## config.mk

```make
export PLATFORM = sky130hd
export DESIGN_NAME = grp3_odd_detect
export DESIGN_NICKNAME = d
export VERILOG_FILES = /design/src/rtl/grp3_pkg.sv /design/src/rtl/grp3_next.sv /design/src/rtl/grp3_state_reg.sv /design/src/rtl/grp3_hit.sv /design/src/rtl/grp3_odd_detect.sv
export SDC_FILE = /design/constraint.sdc
export NUM_CORES = 1
export LEC_CHECK = 0
export BUFFER_PORTS_ARGS = -buffer_cell sky130_fd_sc_hd__buf_2
export CAP_MARGIN = 5
export CELL_PAD_IN_SITES_DETAIL_PLACEMENT = 0
export CELL_PAD_IN_SITES_GLOBAL_PLACEMENT = 1
export CORE_AREA = 10 10 47 49
export CTS_CLUSTER_DIAMETER = 150
export DETAILED_ROUTE_END_ITERATION = 8
export DIE_AREA = 0 0 57 59
export GPL_ROUTABILITY_DRIVEN = 1
export PLACE_DENSITY = 0.32
export SETUP_SLACK_MARGIN = 0.2
export SLEW_MARGIN = 20
export SYNTH_ARGS = -nofsm -noshare
export SYNTH_HDL_FRONTEND = slang
export SYNTH_SLANG_ARGS = --single-unit
```

## constraint.sdc

```tcl
create_clock -name clk -period 1.12 [get_ports clk]
set_input_delay 0.224 -clock clk [delete_from_list [all_inputs] [get_ports clk]]
set_output_delay 0.224 -clock clk [all_outputs]
set_load 0.01 [all_outputs]
```

## src/rtl/grp3_pkg.sv

```systemverilog
// Package for the three-bit group detector.
// Holds the abstract state set and the code mapping for the binary register.
// Assumes: exactly five logical states; the binary code is three bits wide.
package grp3_pkg;

    localparam int NUM_ST  = 5;
    localparam int BIN_W   = 3;

    typedef enum logic [2:0] {
        ST_START = 3'd0,   // no bit of the group seen yet
        ST_B0    = 3'd1,   // first bit was 0
        ST_B1    = 3'd2,   // first bit was 1
        ST_NEED1 = 3'd3,   // two bits of even parity seen, a 1 completes a match
        ST_NEED0 = 3'd4    // two bits of odd parity seen, a 0 completes a match
    } grp_st_e;

    // Binary code of each logical state; codes are picked so that the
    // two first-bit states and the two second-bit states differ in one bit.
    function automatic logic [BIN_W-1:0] bin_code(input grp_st_e s);
        case (s)
            ST_START: bin_code = 3'b000;
            ST_B0:    bin_code = 3'b100;
            ST_B1:    bin_code = 3'b101;
            ST_NEED1: bin_code = 3'b110;
            ST_NEED0: bin_code = 3'b111;
            default:  bin_code = 3'b000;
        endcase
    endfunction

endpackage

```

## src/rtl/grp3_next.sv

```systemverilog
// Next-state function of the group detector.
// Maps the decoded present state and the current bit to the state after a
// qualified clock. Assumes the caller applies the result only when the bit
// is qualified; an illegal present state always maps to the start state.
module grp3_next
    import grp3_pkg::*;
(
    input  grp_st_e cur_st,
    input  logic    cur_bad,
    input  logic    bit_in,
    output grp_st_e nxt_st
);

    // Transition table of the minimized machine.
    always_comb begin
        nxt_st = ST_START;
        if (!cur_bad) begin
            case (cur_st)
                ST_START: nxt_st = bit_in ? ST_B1 : ST_B0;
                ST_B0:    nxt_st = bit_in ? ST_NEED0 : ST_NEED1;
                ST_B1:    nxt_st = bit_in ? ST_NEED1 : ST_NEED0;
                ST_NEED1: nxt_st = ST_START;
                ST_NEED0: nxt_st = ST_START;
                default:  nxt_st = ST_START;
            endcase
        end
    end

endmodule

```

## src/rtl/grp3_state_reg.sv

```systemverilog
// State register of the group detector, in one of two encodings.
// ENC_ONE_HOT = 0 keeps a three-bit adjacency code; ENC_ONE_HOT = 1 keeps one
// flip-flop per state. Decodes the stored value back to a logical state and
// flags any value outside the legal set. Assumes a synchronous active-low reset.
module grp3_state_reg
    import grp3_pkg::*;
#(
    parameter bit ENC_ONE_HOT = 1'b0,
    localparam int SW = ENC_ONE_HOT ? NUM_ST : BIN_W
) (
    input  logic    clk,
    input  logic    rst_n,
    input  logic    adv,
    input  grp_st_e nxt_st,
    output grp_st_e cur_st,
    output logic    cur_bad
);

    logic [SW-1:0] st_q;
    logic [SW-1:0] st_d;
    logic [SW-1:0] st_rst;

    generate
        if (ENC_ONE_HOT) begin : g_onehot
            // Set only the flip-flop that belongs to the next state.
            always_comb begin
                st_d = '0;
                st_d[int'(nxt_st)] = 1'b1;
                st_rst = '0;
                st_rst[int'(ST_START)] = 1'b1;
            end

            // Decode: legal when exactly one flip-flop is set.
            always_comb begin
                cur_st  = ST_START;
                cur_bad = ($countones(st_q) != 1);
                for (int i = 0; i < NUM_ST; i++) begin
                    if (st_q[i]) cur_st = grp_st_e'(i);
                end
            end

            // one-hot register never holds zero or several set bits
            p_onehot_legal_r6: assert property (@(posedge clk) disable iff (!rst_n)
                $rose(rst_n) || $past(rst_n) |-> $onehot(st_q));
        end else begin : g_binary
            // Look up the adjacency code of the next state.
            always_comb begin
                st_d   = bin_code(nxt_st);
                st_rst = bin_code(ST_START);
            end

            // Decode the three-bit code; the three unused codes are illegal.
            always_comb begin
                cur_bad = 1'b0;
                case (st_q)
                    3'b000:  cur_st = ST_START;
                    3'b100:  cur_st = ST_B0;
                    3'b101:  cur_st = ST_B1;
                    3'b110:  cur_st = ST_NEED1;
                    3'b111:  cur_st = ST_NEED0;
                    default: begin
                        cur_st  = ST_START;
                        cur_bad = 1'b1;
                    end
                endcase
            end

            // binary register holds one of the five legal codes
            p_bin_legal_r6: assert property (@(posedge clk) disable iff (!rst_n)
                $past(rst_n) |-> (st_q == 3'b000 || st_q[2]));
        end
    endgenerate

    // Hold the state unless a qualified bit arrives; reset wins.
    always_ff @(posedge clk) begin
        if (!rst_n)   st_q <= st_rst;
        else if (adv) st_q <= st_d;
    end

    // no qualified bit, no state change
    p_hold_idle_r4: assert property (@(posedge clk) disable iff (!rst_n)
        $past(rst_n) && !$past(adv) |-> $stable(st_q));

    // after a reset edge the register decodes to the start state
    p_reset_start_r1: assert property (@(posedge clk) disable iff (!rst_n)
        $rose(rst_n) |-> (cur_st == ST_START && !cur_bad));

endmodule

```

## src/rtl/grp3_hit.sv

```systemverilog
// Mealy output stage of the group detector.
// Raises hit during a qualified third bit that completes an odd-parity group.
// Assumes the decoded state is valid only when cur_bad is low.
module grp3_hit
    import grp3_pkg::*;
(
    input  logic    clk,
    input  logic    rst_n,
    input  grp_st_e cur_st,
    input  logic    cur_bad,
    input  logic    bit_in,
    input  logic    bit_vld,
    output logic    hit
);

    logic want1;
    logic want0;

    // Which third-bit value completes a match in the present state.
    always_comb begin
        want1 = (cur_st == ST_NEED1) && !cur_bad;
        want0 = (cur_st == ST_NEED0) && !cur_bad;
    end

    // Combine with the current bit; gated by the qualifier and by reset.
    always_comb begin
        hit = rst_n && bit_vld && ((want1 && bit_in) || (want0 && !bit_in));
    end

    // no hit on an unqualified cycle
    p_idle_no_hit_r4: assert property (@(posedge clk) disable iff (!rst_n)
        !bit_vld |-> !hit);

    // hit only from a second-bit state
    p_hit_third_r2: assert property (@(posedge clk) disable iff (!rst_n)
        hit |-> (cur_st == ST_NEED1 || cur_st == ST_NEED0));

    // hit is silent during reset
    always_comb begin
        if (!rst_n) p_rst_quiet_r1: assert (!hit);
    end

endmodule

```

## src/rtl/grp3_odd_detect.sv

```systemverilog
// Top of the three-bit group odd-parity detector.
// Reads one bit per qualified clock, groups bits in non-overlapping triples
// and flags the triples 001, 010, 100 and 111 with a Mealy output.
// Assumes synchronous inputs and a synchronous active-low reset.
module grp3_odd_detect
    import grp3_pkg::*;
#(
    parameter bit ENC_ONE_HOT = 1'b0
) (
    input  logic clk,
    input  logic rst_n,
    input  logic bit_in,
    input  logic bit_vld,
    output logic hit
);

    grp_st_e cur_st;
    grp_st_e nxt_st;
    logic    cur_bad;

    grp3_next u_next (
        .cur_st (cur_st),
        .cur_bad(cur_bad),
        .bit_in (bit_in),
        .nxt_st (nxt_st)
    );

    grp3_state_reg #(.ENC_ONE_HOT(ENC_ONE_HOT)) u_state (
        .clk    (clk),
        .rst_n  (rst_n),
        .adv    (bit_vld),
        .nxt_st (nxt_st),
        .cur_st (cur_st),
        .cur_bad(cur_bad)
    );

    grp3_hit u_hit (
        .clk    (clk),
        .rst_n  (rst_n),
        .cur_st (cur_st),
        .cur_bad(cur_bad),
        .bit_in (bit_in),
        .bit_vld(bit_vld),
        .hit    (hit)
    );

    // a qualified third bit always returns the machine to start
    p_group_closes_r3: assert property (@(posedge clk) disable iff (!rst_n)
        $past(rst_n) && $past(bit_vld) &&
        ($past(cur_st) == ST_NEED1 || $past(cur_st) == ST_NEED0) |-> cur_st == ST_START);

    // a qualified bit from start always leaves start
    p_group_opens_r3: assert property (@(posedge clk) disable iff (!rst_n)
        $past(rst_n) && $past(bit_vld) && $past(cur_st) == ST_START && !$past(cur_bad)
        |-> (cur_st == ST_B0 || cur_st == ST_B1));

endmodule

```

# ---- Yosys cells after proc, flatten, opt, wreduce, memory -nomap -nowiden
# Index checks and enable logic that the tools add are counted.
# W data, S select, Z words.
dict set report totals {
  reg_bits 3
  out_inout_bits 1
  word_cells 31
}
dict set report op_classes {
  n_eq_ne 12
  muxes 7
  n_reduce_logical 11
}
# cell n
set op_table {}
lappend op_table {{$pmux W3 S4} 2}
lappend op_table {{$eq A3 B3 Y1 const B} 6}
lappend op_table {{$eq A3 B2 Y1 const B} 4}
lappend op_table {{$mux W3} 3}
lappend op_table {{$pmux W3 S3} 1}
lappend op_table {{$eq A3 B1 Y1 const B} 2}
lappend op_table {{$logic_and A1 B1 Y1} 6}
lappend op_table {{$logic_not A3 Y1} 2}
lappend op_table {{$reduce_or A5 Y1} 1}
lappend op_table {{$mux W2} 1}
lappend op_table {{$logic_not A1 Y1} 1}
lappend op_table {{$logic_or A1 B1 Y1} 1}

# ---- Longest topological paths before layout
# Gate-level depths: netlist of the first run.
dict set report depth {
  word_depth 7
  ltp_mapped 2
}

# ---- Modules after synthesis
# From an unflattened synthesis of the first run, not the netlist that was laid out.
dict set report unflattened {
  hier_cells 37
  area_unflattened_um2 282.8
}
# mod instances cells_each area_per_inst_um2 seq_area_each_um2
set by_module_without_submodules {}
lappend by_module_without_submodules {grp3_state_reg 1 23 181.4 60.1}
lappend by_module_without_submodules {grp3_next 1 10 66.3 0.0}
lappend by_module_without_submodules {grp3_hit 1 4 35.0 0.0}

# ---- Worst setup path before layout of the first run
# Ideal clock, no wire load.
dict set report synth_path {
  path_type {register to output}
  startpoint {reg u_state.st_q[1]}
  endpoint {out hit}
  arrival_time_ps 721
  t_required_ps 896
  setup_slack_ps 175
  path_stages_with_launch 3
  n_path_buf 0
  path_cell_list {dfxtp_1 > nand2_1 > nor3_1}
}
dict set report synth_via {
  elab_chain_cells 7
}
# element line_no
set synth_rtl {}
lappend synth_rtl {{from (decl)} grp3_state_reg.sv:19} ;# logic [SW-1:0] st_q;
lappend synth_rtl {{from (signal assigned)} grp3_state_reg.sv:76} ;# if (!rst_n) st_q <= st_rst;
lappend synth_rtl {{from (signal assigned)} grp3_state_reg.sv:77} ;# else if (adv) st_q <= st_d;
lappend synth_rtl {{$eq A3 B3 Y1} grp3_state_reg.sv:55} ;# case (st_q)
lappend synth_rtl {{$pmux W3 S4} grp3_state_reg.sv:55}
lappend synth_rtl {{$eq A3 B2 Y1 or $eq A3 B3 Y1 (tied branches)} {grp3_hit.sv:21, grp3_hit.sv:22}}
lappend synth_rtl {{$logic_and A1 B1 Y1, on equally long branches} {grp3_hit.sv:21, grp3_hit.sv:22}}
lappend synth_rtl {{$logic_and A1 B1 Y1} grp3_hit.sv:27} ;# hit = rst_n && bit_vld && ((want1 && bit_in) || (want0 && !bit_in));
lappend synth_rtl {{$logic_or A1 B1 Y1 (*)} grp3_hit.sv:27}
lappend synth_rtl {{$logic_and A1 B1 Y1 (*)} grp3_hit.sv:27}
lappend synth_rtl {{to (decl)} grp3_odd_detect.sv:14} ;# output logic hit
# Every way passes the cells marked *; elsewhere a longest branch is shown, timed or not.

# ---- Worst setup path after layout of the first run
dict set report layout_path {
  startpoint {reg u_state.st_q[2]}
  endpoint {out hit}
}
# The elaborated chain is that of the path after synthesis.

==> flow_summary.toml, run 1 <==
[clock_tree]
ctsHtreeMaxLevel = 1
clock_path_buffers = 2
ctsHoldBuffers = 0
clk_latency_ns = 0.23
clk_pin_slew_ns = 0.04
cts_sinks = 3
cts_tree = "yes"
cts_buffers = 3
cts-root-buf = "clkbuf_4"

[floorplan]
die_h_um = 59
initial_utilization_pct = 11.52
die_area_um2 = 3363
ioPinCount = 5
chipWidth_um = 57
design.core.area_um2 = 1401
rows = 14

[placed_design]
gp_congestion = 0.6946
portBuffers = 4

[yosys]
synthesis.nets = 20
syn-cell-area_um2 = 161.4
synthCells = 16
synth_simple_gate_area_share_pct = 41.09
ys_seq_elements = 3
ys_seq_area_share_pct = 37.21
synth_cell_types = 12
synth_compound_area_share_pct = 16.28
synth_top_family_by_area = "simple AND/OR/NAND/NOR gates"
synth_fa_ha_area_share_pct = 0
syn_area_per_cell_um2 = 10.09
synth_mux_area_share_pct = 0
yosys_warnings = 0
synthXorXnorAreaFrac_pct = 5.426

[sta]
max_freq_mhz = 869.8
period_needed_ns = 1.150
finalSetupViolations = 1
tightest_slew_ns = 0.1321
finalClockSkew_ns = 0.0005219
relSlewSlack_pct = 91.12
rsz0062_at_grt = "yes"
tns_ns = -0.02970
finalHoldViolations = 0
fin_ws_ns = -0.02970
slew_violations = 0
finalCritPeriodShare_pct = 102.7

[layout]
area_delta_synth_final_pct = 71.32
antennaDiodeCount = 0
largest-register = "u_state.st_q"
drive_gt1_share_pct = 62.96
reg.largest.list = "u_state.st_q x3"
nets = 32
fillers = 169
largest_register_ffs = 3

[routing]
vias = 165
drt_iter0_drc = 1
drc_errors = 0
routed_wl_um = 436
ant_nets = 0
via_per_inst = 3.837
routedWlPerCell_um = 10.14
first_pass_iters = 2

[worst_hold_path]
hp-start = "rst_n"
hold_path_end = "u_state.st_q[0]"
worstHoldPathCells = 2
hold_path.class = "in2reg"

[power_and_ir_drop]
power_density_nw_per_um2 = 1321
ir_drop_mv = 0.4505
seqPwrFrac_pct = 33.9
power_w = 0.0003653
clockPowerShare_pct = 51.3
netSwitchingFraction_pct = 22.03
p_sw_w = 0.00008047
p_leak_nw = 0.1231
internal_power_w = 0.0002849
p_comb_share_pct = 14.8

[run]
drv_cap = 0

[worst_setup_path]
reg2reg_slack_ns = 0.06
slowest_stage = "dfxtp_2"
cp.required_ns = 0.90
crit_arrival_ns = 0.93
r2r_start = "u_state.st_q[0]"
start_kind = "flop"
path_class = "reg2out"
r2r-end = "u_state.st_q[0]"
endpoint_kind = "output port"
cp_cell_sequence = "nand2_1 > nor3_2 > buf_2"
reg2reg_depth = 3
crit_path_max_fanout = 2
slowest_delay_ns = 0.33

[global_route]
grtUsageTotal_pct = 3.318
grt_max_degree = 7
antenna_found_initial = 0
grt_pass1_vias = 184
grt_first_pass_wirelength_um = 800
overflow = 0

[outcome]
violations = "negative setup slack"
status = "finished with violations"
-- logic make-up (layout without fill, tap and decap cells) --
family	Yosys count	count (layout)
buf+inv	0	11
compound gates	3	3
flops	3	3
simple gates	9	9
xor+xnor	1	1
-- layout by cell type (no fill, tap or decap), drive strengths merged --
| master | count |
|---|---|
| buf | 7 |
| clkbuf | 4 |
| dfxtp | 3 |
| and2b | 2 |
| nand2 | 2 |
| and4bb | 2 |
| xnor2 | 1 |
| nor3 | 1 |
| o211a | 1 |
| nand3b | 1 |
| nand2b | 1 |
| a21boi | 1 |
| o31a | 1 |
-- final cells by class --
type	count	area [µm²]	area share [%]
multi-input cells	13	116.4	42.08
well taps	16	20.02	7.240
repair buffers	7	50.05	18.10
flip-flops and latches	3	63.81	23.08
clock buffers	4	26.28	9.502
-- power by group through the flow --
stage | Combinational [W] | Sequential (W) | Clock (W)
floorplan | 0.0000224 | 0.000122 | 0
global placement | 0.0000352 | 0.000126 | 0
detailed placement | 0.0000340 | 0.000125 | 0
CTS | 0.0000488 | 0.000122 | 0.000202
global route | 0.0000606 | 0.000125 | 0.000212
finish | 0.0000541 | 0.000124 | 0.000187
-- per-stage QoR --
stage	instances	util (%)	setup WS [ns]	cell area [µm²]	hold WS, ns
after floorplan	16	-	0.2023	166.4	0.3519
after global placement	36	14.73	0.09689	206.4	0.5200
after detailed placement	36	14.73	0.1116	206.4	0.5079
after CTS	43	18.66	-0.04353	261.5	0.2497
after global routing	43	19.73	-0.1257	276.5	0.2606
final	43	19.73	-0.02970	276.5	0.2574
-- worst max-delay path by stage --
| stage | start | endpoint | depth (start not counted) |
|---|---|---|---|
| 2_1_floorplan | u_state.st_q[1] | u_state.st_q[0] | 2 |
| 3_3_place_gp | u_state.st_q[1] | hit | 3 |
| 3_5_place_dp | u_state.st_q[1] | hit | 3 |
| 4_1_cts | u_state.st_q[0] | hit | 3 |
| 5_1_grt | u_state.st_q[0] | hit | 3 |
| 6_report | u_state.st_q[2] | hit | 3 |
-- layer usage --
| layer | vias to the layer above | wire length, µm | track usage [%] |
|---|---|---|---|
| met5 | - | 0 | 0 |
| li1 | 81 | - | - |
| met1 | 79 | 185 | 2.945 |
| met4 | 0 | 4 | 5.034 |
| met2 | 3 | 230 | 4.806 |
| met3 | 2 | 16 | 1.288 |
-- synthesized netlist by cell type --
| library cell | count | area, µm² |
|---|---|---|
| nand2b_1 | 1 | 6.260 |
| and4bb_2 | 1 | 12.51 |
| and2b_1 | 2 | 15.01 |
| nor3_1 | 1 | 5.000 |
| nand3b_1 | 1 | 7.510 |
| dfxtp_1 | 3 | 60.06 |
| a21boi_0 | 1 | 7.510 |
| and4bb_1 | 1 | 12.51 |
| xnor2_1 | 1 | 8.760 |
| o31a_1 | 1 | 8.760 |
| nand2_1 | 2 | 7.510 |
| o211a_1 | 1 | 10.01 |
-- repair_timing --
item	in CTS	in global routing
gates resized for setup	4	3
buffers inserted	3	0
pin swaps	1	3
endpoints found under the setup margin	2	3
-- critical path: cells and delay by family (launching register included) --
kind	cells	cell delay [ns]
buf+inv	1	0.15
flops	1	0.33
simple gates	2	0.21
No activity file was read; power rests on OpenSTA's default activity.
==> inputs of run 2 (changes only) <==
--- a/config.mk
+++ b/config.mk
@@ -9,14 +9,13 @@
 export CAP_MARGIN = 5
 export CELL_PAD_IN_SITES_DETAIL_PLACEMENT = 0
 export CELL_PAD_IN_SITES_GLOBAL_PLACEMENT = 1
-export CORE_AREA = 10 10 47 49
+export CORE_AREA = 5 5 42 44
 export CTS_CLUSTER_DIAMETER = 150
 export DETAILED_ROUTE_END_ITERATION = 8
-export DIE_AREA = 0 0 57 59
+export DIE_AREA = 0 0 47 49
 export GPL_ROUTABILITY_DRIVEN = 1
 export PLACE_DENSITY = 0.32
 export SETUP_SLACK_MARGIN = 0.2
-export SLEW_MARGIN = 20
 export SYNTH_ARGS = -nofsm -noshare
 export SYNTH_HDL_FRONTEND = slang
 export SYNTH_SLANG_ARGS = --single-unit
==> run 2 against run 1 <==
Compared with the run above:
- the run still ends with negative setup slack left
- wire length decreased by 15%
- sequential power is essentially flat
- sequential share of layout area is 1.0 points higher
- setup slack improved by 0.0034 ns
- register-to-register slack got worse by 0.07 ns
- count of clock-buffer cells in the layout stayed put
- non-clock buffer count unchanged
- clock skew about the same
- utilization down 0.089 points
==> flow_summary.toml, run 2 (synthesis results as in run 1) <==
[sta]
relSlewSlack_pct = 91.36
finalClockSkew_ns = 0.0004024
max_freq_mhz = 872.4
finalCritPeriodShare_pct = 102.3
finalSetupViolations = 2
finalHoldViolations = 0
tns_ns = -0.03744
rsz0062_at_grt = "yes"
period_needed_ns = 1.146
fin_ws_ns = -0.02629
slew_violations = 0
tightest_slew_ns = 0.1284

[worst_setup_path]
critPathBufInv = 1
cp_cell_sequence = "xnor2_2 > nor3_2 > buf_2"
endpoint_kind = "output port"
slowest_delay_ns = 0.34
crit_arrival_ns = 0.92
cp.required_ns = 0.90
slowest_stage = "dfxtp_4"
crit_family = "flip-flops"
start_kind = "flop"
path_class = "reg2out"
crit_path_max_fanout = 2

[clock_tree]
cts_buffers = 3
clock_path_buffers = 2
cts_sinks = 3
cts_tree = "yes"
ctsHoldBuffers = 0
clk_pin_slew_ns = 0.04
cts-root-buf = "clkbuf_4"
ctsHtreeMaxLevel = 1
clk_latency_ns = 0.23

[routing]
via_per_inst = 3.791
routedWlPerCell_um = 8.651
first_pass_iters = 2
routed_wl_um = 372
vias = 163
ant_nets = 0
drc_errors = 0
drt_iter0_drc = 1

[layout]
drive_gt1_share_pct = 62.96
largest_register_ffs = 3
nets = 32
final_cell_mix = "buf_2, clkbuf_4, and2b_1, buf_4, dfxtp_2"
antennaDiodeCount = 0
mostFrequentLayoutCell = "buf_2"
area_delta_synth_final_pct = 70.54
fillers = 168
reg.largest.list = "u_state.st_q x3"
largest-register = "u_state.st_q"

[floorplan]
chipWidth_um = 47
die_area_um2 = 2303
ioPinCount = 5
design.core.area_um2 = 1401
die_h_um = 49
rows = 14
initial_utilization_pct = 11.52

[global_route]
grt_max_degree = 7
grt_pass1_vias = 169
overflow = 0
antenna_found_initial = 0
grtUsageTotal_pct = 3.871
grt_first_pass_wirelength_um = 565

[placed_design]
gp_congestion = 0.6824
dp_hpwl_um = 262.8
portBuffers = 4

[power_and_ir_drop]
p_comb_share_pct = 14.2
internal_power_w = 0.0002814
p_leak_nw = 0.1221
p_sw_w = 0.00007763
seqPwrFrac_pct = 34.2
clockPowerShare_pct = 51.6
netSwitchingFraction_pct = 21.62
power_w = 0.0003590
ir_drop_mv = 0.3657
power_density_nw_per_um2 = 1304

[run]
drv_cap = 0

[outcome]
status = "finished with violations"
violations = "negative setup slack"

[worst_hold_path]
hold_path.class = "in2reg"
run 2: cell types whose count changed in the layout (fill, tap and decap cells not counted):
cell	before	now
buf_4	1	2
buf_6	2	1
dfxtp_2	3	2
dfxtp_4	0	1
run 2: layout make-up:
cell class	count	area, µm²	share of cell area (%)
clock buffers	4	26.28	9.545
well taps	16	20.02	7.273
repair buffers	7	46.29	16.82
flip-flops and latches	3	66.31	24.09
multi-input cells	13	116.4	42.27
run 2: routing by layer:
| metal | up-vias | GRT usage, % | part of all wire [%] |
|---|---|---|---|
| met5 | - | 0 | 0 |
| met3 | 0 | 3.690 | 8.9 |
| met2 | 3 | 5.204 | 54 |
| met4 | 0 | 4.147 | 0 |
| met1 | 79 | 2.851 | 37 |
| li1 | 81 | - | - |
run 2: through the flow:
step | worst slack (ns) | instances | hold slack [ns] | util (%) | area (µm²)
floorplan | 0.2023 | 16 | 0.3519 | - | 166.4
global placement | 0.1303 | 36 | 0.5141 | 14.73 | 206.4
detailed placement | 0.1405 | 36 | 0.5007 | 14.73 | 206.4
CTS | -0.05009 | 42 | 0.2422 | 18.84 | 264.0
global route | -0.07527 | 43 | 0.2495 | 19.64 | 275.3
finish | -0.02629 | 43 | 0.2526 | 19.64 | 275.3
run 2: final timing paths:
| check | startpoint | end | slack (ns) | depth (start not counted) |
|---|---|---|---|---|
| min | rst_n | u_state.st_q[0] | 0.25 | 2 |
| min reg2reg | u_state.st_q[2] | u_state.st_q[1] | 0.51 | 2 |
| max | u_state.st_q[0] | hit | -0.03 | 3 |
| max reg2reg | u_state.st_q[0] | u_state.st_q[0] | -0.01 | 4 |
run 2: what timing repair did:
action / CTS / global route
setup endpoints to repair: 2 / 3
setup buffers: 2 / 1
pin swaps: 1 / 0
gates resized for setup: 6 / 1
run 2: power by group through the flow:
stage | Combinational, W | Sequential, W | Clock (W)
final | 0.0000510 | 0.000123 | 0.000185
after detailed placement | 0.0000340 | 0.000125 | 0
after global routing | 0.0000553 | 0.000123 | 0.000206
after global placement | 0.0000344 | 0.000125 | 0
after CTS | 0.0000463 | 0.000122 | 0.000198
after floorplan | 0.0000224 | 0.000122 | 0
==> inputs of run 3 (changes only) <==
--- a/config.mk
+++ b/config.mk
@@ -14,7 +14,7 @@
 export DETAILED_ROUTE_END_ITERATION = 8
 export DIE_AREA = 0 0 47 49
 export GPL_ROUTABILITY_DRIVEN = 1
-export PLACE_DENSITY = 0.32
+export PLACE_DENSITY_LB_ADDON = 0.1
 export SETUP_SLACK_MARGIN = 0.2
 export SYNTH_ARGS = -nofsm -noshare
 export SYNTH_HDL_FRONTEND = slang
==> run 3 against run 2 <==
Compared with the run above:
- the flow still finishes with violations (negative setup slack)
- cell count down 4.7%
- global-route usage grew 0.35 points
- combinational power fell by 25%
- sequential power about the same
- die area stayed put
- fmax fell by 0.37%
- non-clock buffer count decreased by 2
- sequential share of layout area increased by 1.8 points
- setup slack worse by 0.0042 ns
- wire length up 7.0%
- largest power group unchanged
- highest routed layer unchanged
==> flow_summary.toml, run 3 (synthesis results as in run 1) <==
[outcome]
status = "finished with violations"
violations = "negative setup slack"

[power_and_ir_drop]
internal_power_w = 0.0002730
clockPowerShare_pct = 53.3
power_density_nw_per_um2 = 1414
p_comb_share_pct = 10.9
p_leak_nw = 0.1057
p_sw_w = 0.00007538
seqPwrFrac_pct = 35.8
ir_drop_mv = 0.5490
netSwitchingFraction_pct = 21.64

[worst_setup_path]
start_kind = "flop"
crit_path_max_fanout = 5
crit_arrival_ns = 0.93
slowest_delay_ns = 0.33
cp.required_ns = 0.90
path_class = "reg2out"
crit_family = "flip-flops"
slowest_stage = "dfxtp_2"
cp_cell_sequence = "xnor2_1 > nor3_2 > buf_2"
endpoint_kind = "output port"
reg2reg_depth = 3
critPathBufInv = 1
cp.depth = 3

[floorplan]
die_area_um2 = 2303
rows = 14
die_h_um = 49
ioPinCount = 5
chipWidth_um = 47
design.core.area_um2 = 1401
initial_utilization_pct = 11.52

[routing]
ant_nets = 0
routedWlPerCell_um = 9.707
first_pass_iters = 2
via_per_inst = 3.561
drt_iter0_drc = 1
vias = 146
routed_wl_um = 398
drc_errors = 0

[layout]
final_cell_mix = "buf_2, clkbuf_4, dfxtp_2, and2b_1"
finalNonFillerCells = 41
antennaDiodeCount = 0
fillers = 170
mostFrequentLayoutCell = "buf_2"
largest_register_ffs = 3
reg.largest.list = "u_state.st_q x3"
largest-register = "u_state.st_q"
nets = 30
drive_gt1_share_pct = 56.00
final_util_pct = 17.59
area_delta_synth_final_pct = 52.71

[sta]
tightest_slew_ns = 0.1677
finalCritPeriodShare_pct = 102.7
period_needed_ns = 1.151
finalSetupViolations = 1
finalClockSkew_ns = 0.00004194
max_freq_mhz = 869.2
finalHoldViolations = 0
relSlewSlack_pct = 88.74
slew_violations = 0
rsz0062_at_grt = "yes"
fin_ws_ns = -0.03051

[clock_tree]
clock_path_buffers = 2
cts_buffers = 3
clk_pin_slew_ns = 0.04
ctsHoldBuffers = 0
clk_latency_ns = 0.23
cts_sinks = 3
ctsHtreeMaxLevel = 1
cts-root-buf = "clkbuf_4"
cts_tree = "yes"

[placed_design]
dp_hpwl_um = 295.1
portBuffers = 4
gp_congestion = 0.5821
dp_cells = 36

[global_route]
grt_pass1_vias = 168
grt_max_degree = 7
antenna_found_initial = 0
grt_first_pass_wirelength_um = 621
overflow = 0
grtUsageTotal_pct = 4.222

[worst_hold_path]
hold_path.class = "in2reg"
worstHoldPathCells = 2

[run]
drv_cap = 0
## run 3: layout make-up
class	instances	area, µm²	area share [%]
Timing Repair Buffer	5	27.53	11.17
Tap cell	16	20.02	8.122
Sequential cell	3	63.81	25.89
Clock buffer	4	26.28	10.66
Multi-Input combinational cell	13	108.9	44.16
## run 3: final timing paths
kind                         from               to  slack, ns
setup / recovery  u_state.st_q[0]              hit      -0.03
hold / removal              rst_n  u_state.st_q[0]       0.26
setup reg to reg  u_state.st_q[1]  u_state.st_q[0]       0.09
hold reg to reg   u_state.st_q[2]  u_state.st_q[1]       0.52
## run 3: metrics by stage
stage | hold WS [ns] | power (W) | area, µm² | setup TNS (ns) | worst slack, ns
after global routing | 0.2631 | 0.0003776 | 246.5 | -0.1020 | -0.1020
after floorplan | 0.3519 | 0.0001449 | 166.4 | 0 | 0.2023
after global placement | 0.5105 | 0.0001602 | 206.4 | 0 | 0.1341
after CTS | 0.2493 | 0.0003613 | 246.5 | -0.05085 | -0.05085
final | 0.2554 | 0.0003484 | 246.5 | -0.03051 | -0.03051
after detailed placement | 0.5046 | 0.0001594 | 206.4 | 0 | 0.1157
## run 3: layer usage
metal  vias to the layer above  GRT usage (%)  share of wire, %
met1                        68          3.070                43
li1                         76              -                 -
met4                         0          1.382                 0
met3                         0          5.904               7.5
met5                         -              0                 0
met2                         2          6.109                49
## run 3: repair_timing
| action | CTS | global route |
|---|---|---|
| gates resized for setup | 4 | 0 |
| hold endpoints to repair | 0 | 0 |
| pin swaps | 0 | 0 |
| setup buffers | 1 | 0 |
| endpoints found under the setup margin | 2 | 2 |
## run 3: power groups by stage
| stage | clock network [W] | registers [W] | logic (W) |
|---|---|---|---|
| after floorplan | 0 | 0.000122 | 0.0000224 |
| after global placement | 0 | 0.000125 | 0.0000348 |
| after detailed placement | 0 | 0.000125 | 0.0000342 |
| after CTS | 0.000198 | 0.000124 | 0.0000388 |
| after global routing | 0.000210 | 0.000125 | 0.0000420 |
| final | 0.000186 | 0.000125 | 0.0000380 |
